`config.mk`:
```
export PLATFORM = sky130hd
export DESIGN_NAME = prio32_chain
export DESIGN_NICKNAME = d
export VERILOG_FILES = /design/src/rtl/prio_pkg.sv /design/src/rtl/prio_stage.sv /design/src/rtl/prio_grp_enc.sv /design/src/rtl/prio32_chain.sv
export SDC_FILE = /design/constraint.sdc
export NUM_CORES = 1
export LEC_CHECK = 0
export ABC_AREA = 1
export CAP_MARGIN = 20
export CORE_AREA = 4 4 41 43
export DETAILED_ROUTE_END_ITERATION = 10
export DIE_AREA = 0 0 45 47
export PLACE_DENSITY_LB_ADDON = 0.08
export SKIP_LAST_GASP = 1
export SLEW_MARGIN = 20
export SYNTH_ARGS = -nofsm -noshare
export SYNTH_HDL_FRONTEND = slang
export SYNTH_HIERARCHICAL = 1
export SYNTH_SLANG_ARGS = --single-unit
```
`constraint.sdc`:
```
create_clock -name vclk -period 2.5
set_input_delay 0.5 -clock vclk [all_inputs]
set_output_delay 0.5 -clock vclk [all_outputs]
set_load 0.01 [all_outputs]
```
`src/rtl/prio_pkg.sv`:
```
package prio_pkg;
  // Width of an index into n items, never below one bit.
  function automatic int min_width(input int n);
    return (n > 1) ? $clog2(n) : 1;
  endfunction
endpackage

```
`src/rtl/prio_stage.sv`:
```
module prio_stage #(
  parameter int W  = 8,
  localparam int IW = prio_pkg::min_width(W)
) (
  input  logic          en_n,
  input  logic [W-1:0]  req_n,
  output logic [IW-1:0] code_n,
  output logic          grp_n,
  output logic          pass_n
);
  // Highest set bit of an active-high vector; the ascending loop lets the top bit win.
  function automatic logic [IW-1:0] top_index(input logic [W-1:0] act);
    logic [IW-1:0] r;
    r = '0;
    for (int i = 0; i < W; i++) begin
      if (act[i]) r = IW'(i);
    end
    return r;
  endfunction

  logic          enabled;
  logic          any_req;
  logic          hit;
  logic [IW-1:0] win_idx;

  assign enabled = ~en_n;
  assign any_req = ~&req_n;
  assign hit     = enabled & any_req;
  assign win_idx = top_index(~req_n);

  assign code_n = hit ? ~win_idx : '1;
  assign grp_n  = ~hit;
  assign pass_n = ~(enabled & ~any_req);
endmodule

```
`src/rtl/prio_grp_enc.sv`:
```
module prio_grp_enc #(
  parameter int N  = 4,
  localparam int SW = prio_pkg::min_width(N)
) (
  input  logic [N-1:0]  grp_n,
  output logic [SW-1:0] sel
);
  // Number of the stage whose group-select is low; only one can be low at a time.
  always_comb begin
    sel = '0;
    for (int s = 0; s < N; s++) begin
      if (!grp_n[s]) sel = SW'(s);
    end
  end
endmodule

```
`src/rtl/prio32_chain.sv`:
```
module prio32_chain #(
  parameter int NUM_STAGES = 4,
  parameter int STAGE_W    = 8,
  localparam int CODE_W = prio_pkg::min_width(STAGE_W),
  localparam int SEL_W  = prio_pkg::min_width(NUM_STAGES),
  localparam int IDX_W  = CODE_W + SEL_W,
  localparam int REQ_W  = NUM_STAGES * STAGE_W
) (
  input  logic [REQ_W-1:0] req_n,
  output logic [IDX_W-1:0] idx,
  output logic             valid
);
  // Named stage signals, brought out for the checker.
  logic [NUM_STAGES-1:0]             en_n_w;
  logic [NUM_STAGES-1:0]             grp_n_w;
  logic [NUM_STAGES-1:0]             pass_n_w;
  logic [NUM_STAGES-1:0][CODE_W-1:0] code_n_w;
  logic [CODE_W-1:0]                 code_and;
  logic [SEL_W-1:0]                  stage_sel;

  // The top stage is always enabled; each pass-down enables the next stage down.
  assign en_n_w[NUM_STAGES-1] = 1'b0;

  for (genvar s = 0; s < NUM_STAGES; s++) begin : g_stage
    if (s < NUM_STAGES - 1) begin : g_link
      assign en_n_w[s] = pass_n_w[s+1];
    end
    prio_stage #(.W(STAGE_W)) stage_i (
      .en_n   (en_n_w[s]),
      .req_n  (req_n[s*STAGE_W +: STAGE_W]),
      .code_n (code_n_w[s]),
      .grp_n  (grp_n_w[s]),
      .pass_n (pass_n_w[s])
    );
  end

  prio_grp_enc #(.N(NUM_STAGES)) grp_enc_i (
    .grp_n (grp_n_w),
    .sel   (stage_sel)
  );

  // Inactive stages drive all ones, so the AND keeps only the active stage's code.
  always_comb begin
    code_and = '1;
    for (int s = 0; s < NUM_STAGES; s++) begin
      code_and &= code_n_w[s];
    end
  end

  assign idx   = {stage_sel, ~code_and};
  // The lowest stage passes down only when no stage found a request.
  assign valid = pass_n_w[0];
endmodule

```
==> results.tsv, run 1 <==
stage	metric	value	unit
floorplan	core-area	1301	µm²
pwr	p_int	72.64	µW
setup_path	crit_start	req_n[11]	
final_layout	synthToLayoutAreaGrowth	135.3	%
place	io_buffers	38	
setup_path	start_kind	primary input	
hold_path	hold_path.class	in -> out	
sta	finalSetupViolCount	0	
floorplan	die_x	45	µm
routing	first_iter_violations	13	
pwr	p_seq_share	0	%
final_layout	seq_cells	0	
routing	viasPerCell	4.869	
pwr	powerDensity	116.8	nW/µm²
synth	yosysWarnings	6	
final_layout	nNetsFinal	202	
routing	vias	891	
sta	slew_viol_final	0	
setup_path	criticalPathCategory	in -> out	
sta	tns	0	ns
place	gp_congestion	0.7318	
final_layout	insertedDiodeCount	0	
synth	syn_area_per_cell	4.677	µm²
setup_path	cp-end-kind	output pin	
pwr	p_leak	0.0006441	µW
grt	overflow	0	
routing	wl_per_cell	12.53	µm
sta	fmax	0.4092	GHz
final_layout	seqCellArea	0	µm²
grt	grt_pass1_wl	2835	µm
pwr	peakVddDrop	0.07578	mV
pwr	pwr-share-comb	100.0	%
routing	ant_nets	0	
sta	fin_crit_sh	97.74	%
final_layout	nClkBuffers	0	
synth	syn_area	481.7	µm²
run	drv_cap	0	
sta	fin_crit	2.444	ns
grt	grt_pass1_vias	741	
grt	grt_usage	17.70	%
setup_path	crit_end	idx[0]	
pwr	clockPowerShare	0	%
setup_path	worstPathMaxFanout	2	
routing	first_pass_iters	4	
pwr	switching_share	45.12	%
floorplan	rows	13	
setup_path	required	2.00	ns
pwr	switchingPower	59.73	µW
synth	syn_inst	103	
final_layout	fin_util	87.12	%
floorplan	initial_core_util	37.02	%
routing	wirelength	2293	µm
setup_path	critPathArrivalTime	1.94	ns
clocking	postCtsHoldBufs	0	
floorplan	die_h	47	µm
final_layout	drive_gt1_share	36.31	%
status	status	finished, final reports clean	
place	dp_hpwl	1424	µm
final_layout	n_fill_cell	83	
grt	grt_max_degree	4	
floorplan	dieArea	2115	µm²
sta	finalHoldViolCount	0	
final_layout	multi_input_area	483.0	µm²
routing	drc_errors	0	
grt	grt_antenna_before_repair	0	
floorplan	ios	38	
## what timing repair did
item                                    in CTS  in global routing
pin swaps                                    8                  8
resized for setup                           28                 21
endpoints found under the setup margin       6                  6
buffers inserted                             6                  3
## metrics by stage
step / hold slack, ns / area (µm²) / power (µW) / std cells / worst slack (ns)
detailed placement: 2.170 / 1012 / 128.8 / 174 / -0.5457
global placement: 2.123 / 1012 / 125.6 / 174 / -0.4933
finish: 1.551 / 1134 / 132.4 / 183 / 0.05648
CTS: 1.600 / 1076 / 125.7 / 180 / -0.005179
floorplan: 1.199 / 485.5 / 40.30 / 104 / 0.5004
global route: 1.605 / 1134 / 142.8 / 183 / -0.04781
## critical path, cell delays in order
cell and delay, ns:
clkdlybuf4s50_1 0.50, nand2_1 0.08, nor2_2 0.20, nand3_4 0.11, a21oi_4 0.14, nand2_1 0.10
nand2_1 0.10, inv_1 0.05, nand2_1 0.04, buf_2 0.12
## cells in the final DEF, fill, tap and decap left out, types with 2 or more instances in the layout
cell / instances
inv_1: 16
clkdlybuf4s50_1: 17
clkdlybuf4s15_1: 3
a21oi_4: 3
nand2_2: 10
nor2_2: 5
a21oi_1: 4
buf_4: 26
o21ai_0: 4
nand2_1: 46
conb_1: 2
dlymetal6s2s_1: 7
nor2_4: 3
buf_2: 3
o21ai_2: 4
dlygate4sd2_1: 7
inv_2: 2
nand3_2: 2
## metal layers
| layer | track usage, % | vias to the layer above | wire length (µm) |
|---|---|---|---|
| met5 | 0 | - | 0 |
| met4 | 1.754 | 0 | 52 |
| met3 | 1.533 | 6 | 167 |
| met2 | 38.42 | 45 | 1245 |
| met1 | 18.43 | 396 | 827 |
| li1 | - | 444 | - |
## power by group through the flow
stage	sequential, µW	combinational, µW	clock (µW)
5_1_grt	0	143	0
6_report	0	132	0
3_3_place_gp	0	126	0
3_5_place_dp	0	129	0
2_1_floorplan	0	40.3	0
4_1_cts	0	126	0
## worst min-delay path by stage
stage | from | endpoint | slack, ns | cells after the start
after detailed placement | req_n[4] | valid | 2.17 | 5
after CTS | req_n[31] | idx[0] | 1.60 | 7
after global placement | req_n[0] | valid | 2.12 | 5
after global routing | req_n[23] | idx[0] | 1.61 | 7
after floorplan | req_n[4] | valid | 1.20 | 3
final | req_n[23] | idx[0] | 1.55 | 7
## area by class of cell
cell class / instances / share of cell area, %
inverters: 18 / 5.960
multi-input cells: 86 / 42.60
well taps: 15 / 1.656
repair buffers: 64 / 49.78
Power figures use the tool's default switching activity.
==> run 2: changes to the inputs <==
--- a/config.mk
+++ b/config.mk
@@ -12,7 +12,7 @@
 export DIE_AREA = 0 0 45 47
 export PLACE_DENSITY_LB_ADDON = 0.08
 export SKIP_LAST_GASP = 1
-export SLEW_MARGIN = 20
+export SLEW_MARGIN = 10
 export SYNTH_ARGS = -nofsm -noshare
 export SYNTH_HDL_FRONTEND = slang
 export SYNTH_HIERARCHICAL = 1
==> results of run 2 <==
Final layout, timing and power as in run 1 (identical DEF).
